$ cat src/rtl/gf2_isect_pkg.sv
// Package: shared types and table indices for the GF(2) intersection block.
// Assumes nothing beyond IEEE 1800-2017.
package gf2_isect_pkg;

    // Sequencer states: idle, elimination steps, result capture.
    typedef enum logic [1:0] {
        ST_IDLE = 2'd0,
        ST_RUN  = 2'd1,
        ST_FIN  = 2'd2
    } run_state_t;

    // Pivot table roles: set A alone, set B alone, union of both.
    localparam int TBL_A   = 0;
    localparam int TBL_B   = 1;
    localparam int TBL_U   = 2;
    localparam int NUM_TBL = 3;

endpackage

$ cat src/rtl/gf2_vec_store.sv
// Module: gf2_vec_store
// Holds two banks of MAX_VECS vectors of VEC_W bits, one bank per set.
// The write port is gated by the caller. Out-of-range slots are dropped.
// The read is combinational, selected by set and slot.
module gf2_vec_store #(
    parameter int VEC_W    = 9,
    parameter int MAX_VECS = 9,
    localparam int IDX_W   = (MAX_VECS > 1) ? $clog2(MAX_VECS) : 1
) (
    input  logic             clk,
    input  logic             rst_n,
    input  logic             wr_en,
    input  logic             wr_set,
    input  logic [IDX_W-1:0] wr_idx,
    input  logic [VEC_W-1:0] wr_data,
    input  logic             rd_set,
    input  logic [IDX_W-1:0] rd_idx,
    output logic [VEC_W-1:0] rd_vec
);

    logic [VEC_W-1:0] bank_a [MAX_VECS];
    logic [VEC_W-1:0] bank_b [MAX_VECS];

    // Store an incoming vector in the addressed bank and slot.
    always_ff @(posedge clk) begin
        if (!rst_n) begin
            for (int i = 0; i < MAX_VECS; i++) begin
                bank_a[i] <= '0;
                bank_b[i] <= '0;
            end
        end else if (wr_en && (int'(wr_idx) < MAX_VECS)) begin
            if (wr_set) bank_b[wr_idx] <= wr_data;
            else        bank_a[wr_idx] <= wr_data;
        end
    end

    // Select the vector that the current elimination step consumes.
    always_comb begin
        rd_vec = '0;
        if (int'(rd_idx) < MAX_VECS)
            rd_vec = rd_set ? bank_b[rd_idx] : bank_a[rd_idx];
    end

endmodule

$ cat src/rtl/gf2_pivot_table.sv
// Module: gf2_pivot_table
// Incremental GF(2) row reduction. Slot b holds a reduced vector whose
// highest set bit is b. On each enabled cycle the input is reduced against
// all slots, from the top bit down. A nonzero remainder is stored at its
// leading bit. The rank is the number of occupied slots.
// Assumes the caller clears the table before each run.
module gf2_pivot_table #(
    parameter int VEC_W   = 9,
    localparam int RANK_W = $clog2(VEC_W + 1)
) (
    input  logic              clk,
    input  logic              rst_n,
    input  logic              clear,
    input  logic              ins_en,
    input  logic [VEC_W-1:0]  vec_in,
    output logic [RANK_W-1:0] rank
);

    logic [VEC_W-1:0] piv     [VEC_W];
    logic [VEC_W-1:0] piv_vld;
    logic [VEC_W-1:0] residue;
    logic [VEC_W-1:0] lead_oh;

    // Reduce the input against existing pivots, highest bit first.
    always_comb begin
        residue = vec_in;
        for (int b = VEC_W - 1; b >= 0; b--) begin
            if (residue[b] && piv_vld[b])
                residue = residue ^ piv[b];
        end
    end

    // One-hot marker of the highest set bit of the residue.
    always_comb begin
        lead_oh = '0;
        for (int b = 0; b < VEC_W; b++) begin
            if (residue[b]) lead_oh = '0;
            if (residue[b]) lead_oh[b] = 1'b1;
        end
    end

    // Insert a nonzero residue at its leading bit, or clear the table.
    always_ff @(posedge clk) begin
        if (!rst_n || clear) begin
            piv_vld <= '0;
            for (int b = 0; b < VEC_W; b++) piv[b] <= '0;
        end else if (ins_en && (residue != '0)) begin
            for (int b = 0; b < VEC_W; b++) begin
                if (lead_oh[b]) begin
                    piv[b]     <= residue;
                    piv_vld[b] <= 1'b1;
                end
            end
        end
    end

    // Rank is the population count of occupied pivot slots.
    always_comb begin
        rank = '0;
        for (int b = 0; b < VEC_W; b++)
            rank = rank + RANK_W'(piv_vld[b]);
    end

endmodule

$ cat src/rtl/gf2_seq_ctrl.sv
// Module: gf2_seq_ctrl
// Run sequencer. A start seen while idle latches the counts, clears the
// tables and walks 2*MAX_VECS steps. The first half feeds set A and the
// second half feeds set B, one slot per step. Every active vector also
// goes to the union table. A one-cycle capture strobe follows the steps.
// Assumes start is a level sampled only in the idle state.
module gf2_seq_ctrl
    import gf2_isect_pkg::*;
#(
    parameter int MAX_VECS = 9,
    localparam int IDX_W   = (MAX_VECS > 1) ? $clog2(MAX_VECS) : 1,
    localparam int CNT_W   = $clog2(MAX_VECS + 1),
    localparam int STEPS   = 2 * MAX_VECS,
    localparam int STEP_W  = $clog2(STEPS)
) (
    input  logic               clk,
    input  logic               rst_n,
    input  logic               start,
    input  logic [CNT_W-1:0]   count_a,
    input  logic [CNT_W-1:0]   count_b,
    output logic               busy,
    output logic               tbl_clear,
    output logic [NUM_TBL-1:0] tbl_en,
    output logic               rd_set,
    output logic [IDX_W-1:0]   rd_idx,
    output logic               capture
);

    run_state_t        state_q;
    logic [STEP_W-1:0] step_q;
    logic [CNT_W-1:0]  cnt_a_q;
    logic [CNT_W-1:0]  cnt_b_q;
    logic              in_a;
    logic              slot_live;
    int                loc;

    // Decode the current step into set, slot and slot-active flag.
    always_comb begin
        in_a      = int'(step_q) < MAX_VECS;
        loc       = in_a ? int'(step_q) : int'(step_q) - MAX_VECS;
        slot_live = in_a ? (loc < int'(cnt_a_q)) : (loc < int'(cnt_b_q));
        rd_set    = !in_a;
        rd_idx    = IDX_W'(loc);
    end

    // Route the active slot to its own table and to the union table.
    always_comb begin
        tbl_en        = '0;
        tbl_en[TBL_A] = (state_q == ST_RUN) && slot_live && in_a;
        tbl_en[TBL_B] = (state_q == ST_RUN) && slot_live && !in_a;
        tbl_en[TBL_U] = (state_q == ST_RUN) && slot_live;
    end

    assign busy      = (state_q != ST_IDLE);
    assign tbl_clear = (state_q == ST_IDLE) && start;
    assign capture   = (state_q == ST_FIN);

    // Advance the run state and step counter, and latch counts at start.
    always_ff @(posedge clk) begin
        if (!rst_n) begin
            state_q <= ST_IDLE;
            step_q  <= '0;
            cnt_a_q <= '0;
            cnt_b_q <= '0;
        end else begin
            case (state_q)
                ST_IDLE: begin
                    step_q <= '0;
                    if (start) begin
                        cnt_a_q <= count_a;
                        cnt_b_q <= count_b;
                        state_q <= ST_RUN;
                    end
                end
                ST_RUN: begin
                    if (int'(step_q) == STEPS - 1) state_q <= ST_FIN;
                    else                           step_q  <= step_q + 1'b1;
                end
                default: state_q <= ST_IDLE;
            endcase
        end
    end

endmodule

$ cat src/rtl/gf2_isect_calc.sv
// Module: gf2_isect_calc (top)
// Loads two vector sets, then ranks set A, set B and their union with three
// pivot tables fed in one pass of 2*MAX_VECS steps. It reports the
// intersection dimension, 2^dimension and a conflict-free flag.
// Assumes synchronous active-low reset. Writes are dropped while busy.
module gf2_isect_calc
    import gf2_isect_pkg::*;
#(
    parameter int VEC_W    = 9,
    parameter int MAX_VECS = 9,
    localparam int IDX_W   = (MAX_VECS > 1) ? $clog2(MAX_VECS) : 1,
    localparam int CNT_W   = $clog2(MAX_VECS + 1),
    localparam int RANK_W  = $clog2(VEC_W + 1)
) (
    input  logic              clk,
    input  logic              rst_n,
    input  logic              wr_en,
    input  logic              wr_set,
    input  logic [IDX_W-1:0]  wr_idx,
    input  logic [VEC_W-1:0]  wr_data,
    input  logic              start,
    input  logic [CNT_W-1:0]  count_a,
    input  logic [CNT_W-1:0]  count_b,
    output logic              busy,
    output logic              done,
    output logic [RANK_W-1:0] rank_a,
    output logic [RANK_W-1:0] rank_b,
    output logic [RANK_W-1:0] rank_u,
    output logic [RANK_W-1:0] isect_dim,
    output logic [VEC_W:0]    wavefronts,
    output logic              conflict_free
);

    logic               tbl_clear;
    logic [NUM_TBL-1:0] tbl_en;
    logic               rd_set;
    logic [IDX_W-1:0]   rd_idx;
    logic [VEC_W-1:0]   rd_vec;
    logic               capture;
    logic [RANK_W-1:0]  tbl_rank [NUM_TBL];
    logic [RANK_W-1:0]  dim_c;

    gf2_seq_ctrl #(.MAX_VECS(MAX_VECS)) u_ctrl (
        .clk       (clk),
        .rst_n     (rst_n),
        .start     (start),
        .count_a   (count_a),
        .count_b   (count_b),
        .busy      (busy),
        .tbl_clear (tbl_clear),
        .tbl_en    (tbl_en),
        .rd_set    (rd_set),
        .rd_idx    (rd_idx),
        .capture   (capture)
    );

    gf2_vec_store #(.VEC_W(VEC_W), .MAX_VECS(MAX_VECS)) u_store (
        .clk     (clk),
        .rst_n   (rst_n),
        .wr_en   (wr_en && !busy),
        .wr_set  (wr_set),
        .wr_idx  (wr_idx),
        .wr_data (wr_data),
        .rd_set  (rd_set),
        .rd_idx  (rd_idx),
        .rd_vec  (rd_vec)
    );

    // One pivot table per role: A alone, B alone, and the union.
    for (genvar t = 0; t < NUM_TBL; t++) begin : g_tbl
        gf2_pivot_table #(.VEC_W(VEC_W)) u_tbl (
            .clk    (clk),
            .rst_n  (rst_n),
            .clear  (tbl_clear),
            .ins_en (tbl_en[t]),
            .vec_in (rd_vec),
            .rank   (tbl_rank[t])
        );
    end

    // Intersection dimension from the three ranks.
    assign dim_c = tbl_rank[TBL_A] + tbl_rank[TBL_B] - tbl_rank[TBL_U];

    // Capture the results and pulse done once per run.
    always_ff @(posedge clk) begin
        if (!rst_n) begin
            done          <= 1'b0;
            rank_a        <= '0;
            rank_b        <= '0;
            rank_u        <= '0;
            isect_dim     <= '0;
            wavefronts    <= (VEC_W+1)'(1);
            conflict_free <= 1'b1;
        end else begin
            done <= capture;
            if (capture) begin
                rank_a        <= tbl_rank[TBL_A];
                rank_b        <= tbl_rank[TBL_B];
                rank_u        <= tbl_rank[TBL_U];
                isect_dim     <= dim_c;
                wavefronts    <= (VEC_W+1)'(1) << dim_c;
                conflict_free <= (dim_c == '0);
            end
        end
    end

endmodule

$ cat config.mk
export PLATFORM = sky130hd
export DESIGN_NAME = gf2_isect_calc
export DESIGN_NICKNAME = d
export VERILOG_FILES = /design/src/rtl/gf2_isect_pkg.sv /design/src/rtl/gf2_vec_store.sv /design/src/rtl/gf2_pivot_table.sv /design/src/rtl/gf2_seq_ctrl.sv /design/src/rtl/gf2_isect_calc.sv
export SDC_FILE = /design/constraint.sdc
export NUM_CORES = 1
export LEC_CHECK = 0
export ABC_AREA = 1
export BUFFER_PORTS_ARGS = -buffer_cell sky130_fd_sc_hd__buf_4
export CAP_MARGIN = 15
export CORE_ASPECT_RATIO = 1.5
export CORE_MARGIN = 1
export CORE_UTILIZATION = 50
export DETAILED_ROUTE_END_ITERATION = 16
export GPL_TIMING_DRIVEN = 0
export MAX_ROUTING_LAYER = met4
export PLACE_DENSITY = 0.68
export SLEW_MARGIN = 20
export SYNTH_ARGS = -nofsm -noshare
export SYNTH_HDL_FRONTEND = slang
export SYNTH_SLANG_ARGS = --single-unit
$ cat constraint.sdc
create_clock -name clk -period 5.6 [get_ports clk]
set_input_delay 0.84 -clock clk [delete_from_list [all_inputs] [get_ports clk]]
set_output_delay 0.84 -clock clk [all_outputs]
set_load 0.005 [all_outputs]
# Yosys cells after proc, flatten, opt, wreduce, memory -nomap -nowiden
# Memories as Yosys holds them, arrays and structs flattened.
# Cells that the tools add are included.
# word_totals
ram_bits,405
memories,5
input_bits,26
register_bits,70
# op_classes
n_mux,239
order_cmp,5
n_shift,1
n_reduce_logical,79
n_addsub,28
n_bitwise,54
n_eq_ne,6
# memory_table
memory,words,width,read_ports,rd_clocked_by_memory_dff,write_ports,line,source
g_tbl[0].u_tbl.piv,9,9,9,0,9,gf2_pivot_table.sv:19,logic [VEC_W-1:0] piv [VEC_W];
g_tbl[1].u_tbl.piv,9,9,9,0,9,gf2_pivot_table.sv:19,
g_tbl[2].u_tbl.piv,9,9,9,0,9,gf2_pivot_table.sv:19,
u_store.bank_a,9,9,1,0,9,gf2_vec_store.sv:21,logic [VEC_W-1:0] bank_a [MAX_VECS];
u_store.bank_b,9,9,1,0,9,gf2_vec_store.sv:22,logic [VEC_W-1:0] bank_b [MAX_VECS];
# ops
cell,count
$mux 9,58
$xor 9x9->9,27
$mux 1,152
$add 4x1->4,21
$lt 32x5->1,2
$reduce_and 2->1,30
$logic_and 1x1->1,36
$mux 32,1
$or 1x1->1,27
$reduce_bool 9->1,3
$mux 8,3
$mux 7,3
$mux 4,5
$mux 5,4
$mux 6,3
$reduce_or 9->1,2
$mux 2,5
$pmux 5 s2,1
$shl 1x4->10 const A,1
$mux 3,3
$lt 4x4->1 const B,2
$add 1x1->2,3
$ne 2x2->1 const B,3
$sub 5x4->6 const B,1
other kinds (13),16

# Depth between registers and ports, before layout
# An unclocked memory read counts as a cell.
# depth
ltp_word,37
depth_mapped,61

# By module
# From an unflattened synthesis, not the netlist that was laid out.
# hier_totals
hier_cells,3304
hier_area_um2,28165.8
# by_module_without_submodules
module,n_inst,area_each_um2,cells_each
gf2_pivot_table (g_tbl[1].u_tbl ...),2,5485.3,661
gf2_vec_store,1,9497.9,1025
gf2_pivot_table (g_tbl[0].u_tbl),1,5461.5,664
gf2_isect_calc,1,1296.2,161
gf2_seq_ctrl,1,939.7,132

# Worst setup path before layout
# OpenSTA, ideal clock, no wires.
# synth_timing
path_kind,reg2reg
from,reg u_ctrl.step_q[0]
to,mem g_tbl[1].u_tbl.piv[0][0] (enable)
arrival_time_ps,5508
period_less_slack_ps,5842
required_ps,5266
setup_slack_ps,-242
stages_incl_launch_ff,46
cell_sequence,dfxtp_1 -> inv_2 -> ha_1 -> nand2_2 -> nand2_4 -> nand2_8 -> nand2_4 -> nand2_4 -> buf_8 -> nand2_4 -> o21ai_4 -> nand2_4 -> nor2_8 -> buf_6 -> nand4_2 -> nand2_2 -> buf_4 -> nand3_2 -> [10 not listed] -> nor2_8 -> nand3_2 -> nand3_4 -> inv_4 -> nand2_8 -> nand2_4 -> nor2_8 -> nand3_4 -> nand3_2 -> buf_6 -> nand2_1 -> nand2_1 -> nand2_1 -> nor2_4 -> inv_1 -> nor3_2 -> nand3_2 -> nand2_1
# synth_lines
item,line,source
"start, declared",gf2_seq_ctrl.sv:30,logic [STEP_W-1:0] step_q;
"start signal, assigned",gf2_seq_ctrl.sv:77,else step_q <= step_q + 1'b1;
"end, declared",gf2_pivot_table.sv:19,

==> results.md <==
* Status: finished, violations left
* Failing checks: negative setup slack
* Main combinational cell family by area after synthesis: simple AND/OR/NAND/NOR gates
* Filler instances at 4730
* Simple-gate share of the synthesized area at 33.7%
* Post-Synth XOR/XNOR Area at 1.95%
* Final setup violation count at 519
* Avg WL per Cell at 19.5 µm
* Worst Path Arrival at 7090 ps
* Number of global-route vias before repair at 24.2k
* Routed vias/inst at 5.49
* Switching share of power at 28.3%
* Max Cap Viol at 0
* Pleak at 16.3 nW
* Cell-internal power at 0.00683 W
* Flip-flop and latch area at 0.0152 mm²
* Layout Nets at 3908
* Adder-cell share of the synthesized area at 2.55%
* Clk buf depth at 3
* Slew HR at 27.2%
* Share of cells above drive strength 1 at 22.6%
* ANT cells at 0
* CP top delay family: simple AND/OR/NAND/NOR gates
* Iter 0 DRT Violations at 2033
* CTS clk-pin slew, worst paths at 70 ps
* CORE AREA at 0.0580 mm²
* Crit start category: flip-flop
* Syn Std Cell Area at 0.0293 mm²
* First-pass GRT wire length at 132000 µm
* IO Count at 55
* Synth warnings at 0
* Critical path's most frequent cell: nand2_4
* Final Hold Viols at 0
* Number of synthesized register bits at 529
* Power share of the clock group at 34.8%
* Clk sinks at 529
* Root buffer cell: clkbuf_16
* Crit share post-route at 120%
* Dpl hpwl at 60800 µm
* Setup CP Type: flip-flop to flip-flop
* Comb power frac at 17.0%
* Proportion of synthesized area in mux cells at 0%
* Fmax achieved at 0.148 GHz
* Die Y at 299 µm
* Yosys cell types at 53
* Final worst slack at -1150 ps
* IO buf count at 54
* TritonCTS clock tree: built
* Flop pwr share at 48.2%
* Worst-case vdd ir drop at 284 µV
* CTS Buf Count at 51
* Clock Latency Late Sink at 610 ps
* Post-DRT Antenna Nets at 0
* GPL Wtd Cong at 0.941
* Min Tclk post-route at 6750 ps
* Starting Density at 50.6%
* Mean post-synth cell area at 8.47 µm²
* Vias at 25.5k
* Compound-Gate Fraction of Synth Area at 2.86%
* Initial DRT Pass Iterations at 6
* Sequential area share after synthesis at 51.8%
* CP peak stage delay at 390 ps
* Htree depth at 2
* CP endpoint kind: flip-flop
* CP Max Fanout at 7
* Final Hold Slack at 461 ps
* Remaining DRCs at 0
* Critical Path RT at 5940 ps
* Area Growth Syn to Fin at 24.4%
* Fin Clk Skew at 28.2 ps
* Synthesized instance count at 3462
* Sw power at 0.00270 W
* GR Util All Layers at 30.2%
* Drt total wl at 90500 µm
* Worst path slowest cell: dfxtp_4
* Hold Path Class: input pin to flip-flop
* Largest net degree at the start of global routing at 15
* Die Wd at 200 µm
* CP bufs+invs at 16
* Grt ovf at 0
* Area of the die at 0.0597 mm²
* Max-slew violations at 0
* Power Dens Cells at 261 mW/mm²
* Antenna violations before repair at 0
* RSZ-0062 raised after global routing: yes
* Multi-input gate area at 0.0139 mm²
* Placed Area at 0.0310 mm²
* Final instance area at 0.0365 mm²
* Worst Max-Slew Pin Slew at 1090 ps
* Placement Rows at 108
[sequential cells by signal, summed over array words and instances (netlist names), 5 cells and up]
name and cells:
g_tbl.u_tbl.piv 243, wavefronts 10, u_store.bank_a 108, u_ctrl.step_q 5
u_store.bank_b 108, g_tbl.u_tbl.piv_vld 27
[power groups by stage]
| stage | clock network (W) | registers [W] | logic (W) |
|---|---|---|---|
| floorplan | 0 | 0.00465 | 0.000896 |
| global placement | 0 | 0.00466 | 0.00121 |
| detailed placement | 0 | 0.00467 | 0.00123 |
| CTS | 0.00332 | 0.00459 | 0.00140 |
| global route | 0.00347 | 0.00461 | 0.00176 |
| finish | 0.00332 | 0.00459 | 0.00162 |
[placed cells by master, fill, tap and decap left out, drive strengths merged, types with 4 or more instances in the layout]
master	n
nor2	274
a21oi	57
edfxtp	459
nand3	465
dfxtp	70
nand3b	9
nor3	20
clkinvlp	21
clkbuf	111
o21ai	69
xnor2	21
inv	368
o21bai	7
o211ai	4
ha	31
fa	18
nand4	103
conb	54
buf	306
nand2	1320
clkinv	29
xor2	41
[cells by family after synthesis]
family	count (synthesis)
AO/OA/AOI/OAI	144
XOR/XNOR	62
adder cells (fa/ha/maj)	49
buffers and inverters	481
flip-flops	529
other	1
AND/OR/NAND/NOR	2196
[Yosys cell counts (all sizes together)]
cell type  instances  share of area, %
nand2           1319                18
nand3            464               8.9
edfxtp           459                47
inv              377               4.9
nor2             274               4.0
nand4            103               2.3
dfxtp             70               4.8
o21ai             69               1.3
buf               59               1.6
a21oi             57               1.0
xor2              41               1.3
clkbuf            32              0.41
ha                31               1.3
xnor2             21              0.63
nor3              20              0.36
fa                18               1.2
clkinv            12              0.17
nand3b             9              0.23
o21bai             7              0.18
o211ai             4              0.10
or2                3             0.064
a211oi             2             0.051
a21o               2             0.051
nor3b              2             0.051
nor4               2             0.043
a21boi             1             0.026
bufinv             1             0.060
conb               1             0.013
o221ai             1             0.030
o31ai              1             0.026
[metrics by stage]
step / power, W / cells / worst slack, ps / setup TNS (ps) / util [%]
finish: 0.00954 / 4644 / -1150 / -395180 / 62.9
global route: 0.00984 / 4644 / -1450 / -581370 / 62.9
CTS: 0.00931 / 4560 / -872 / -347530 / 59.8
detailed placement: 0.00590 / 4339 / -2060 / -834370 / 53.4
global placement: 0.00588 / 4339 / -2160 / -856530 / 53.4
floorplan: 0.00554 / 3515 / -4.04 / -189 / -
[timing repair]
action | CTS | global route
buffers inserted | 117 | 73
hold buffers | 0 | 0
gates cloned | 10 | 11
endpoints found under the setup margin | 516 | 525
pin swaps | 102 | 117
gates resized for setup | 286 | 281
[cell type report]
type                       instances  share of cell area, %
buffer                            91                   2.30
clock buffer                      71                   3.79
sequential                       529                   41.6
inverter                         390                   4.52
timing repair inverter             7                  0.141
multi-input combinational       2507                   38.2
tap                              770                   2.64
clock inverter                    23                  0.418
timing repair buffer             256                   6.34
[per-layer routing]
metal,routed length (µm),global-route usage (%),vias up
li1,-,-,12100
met2,47300,53.8,1110
met5,0,-,-
met1,30700,30.9,11900
met4,7130,20.4,0
met3,5410,3.19,385
[final timing paths]
| check | start | endpoint | slack (ps) | cells after the start |
|---|---|---|---|---|
| max | u_ctrl.step_q[0]$_SDFFE_PN0P_ | g_tbl[2].u_tbl.piv[0][43]$_DFFE_PP_ | -1150 | 50 |
| min reg2reg | wavefronts[5]$_SDFFE_PN0P_ | wavefronts[5]$_SDFFE_PN0P_ | 470 | 2 |
| min | wr_data[4] | u_store.bank_a[9][4]$_DFFE_PP_ | 460 | 1 |
| max reg2reg | u_ctrl.step_q[0]$_SDFFE_PN0P_ | g_tbl[2].u_tbl.piv[0][43]$_DFFE_PP_ | -1150 | 50 |
No activity file was read; power rests on OpenSTA's default activity.
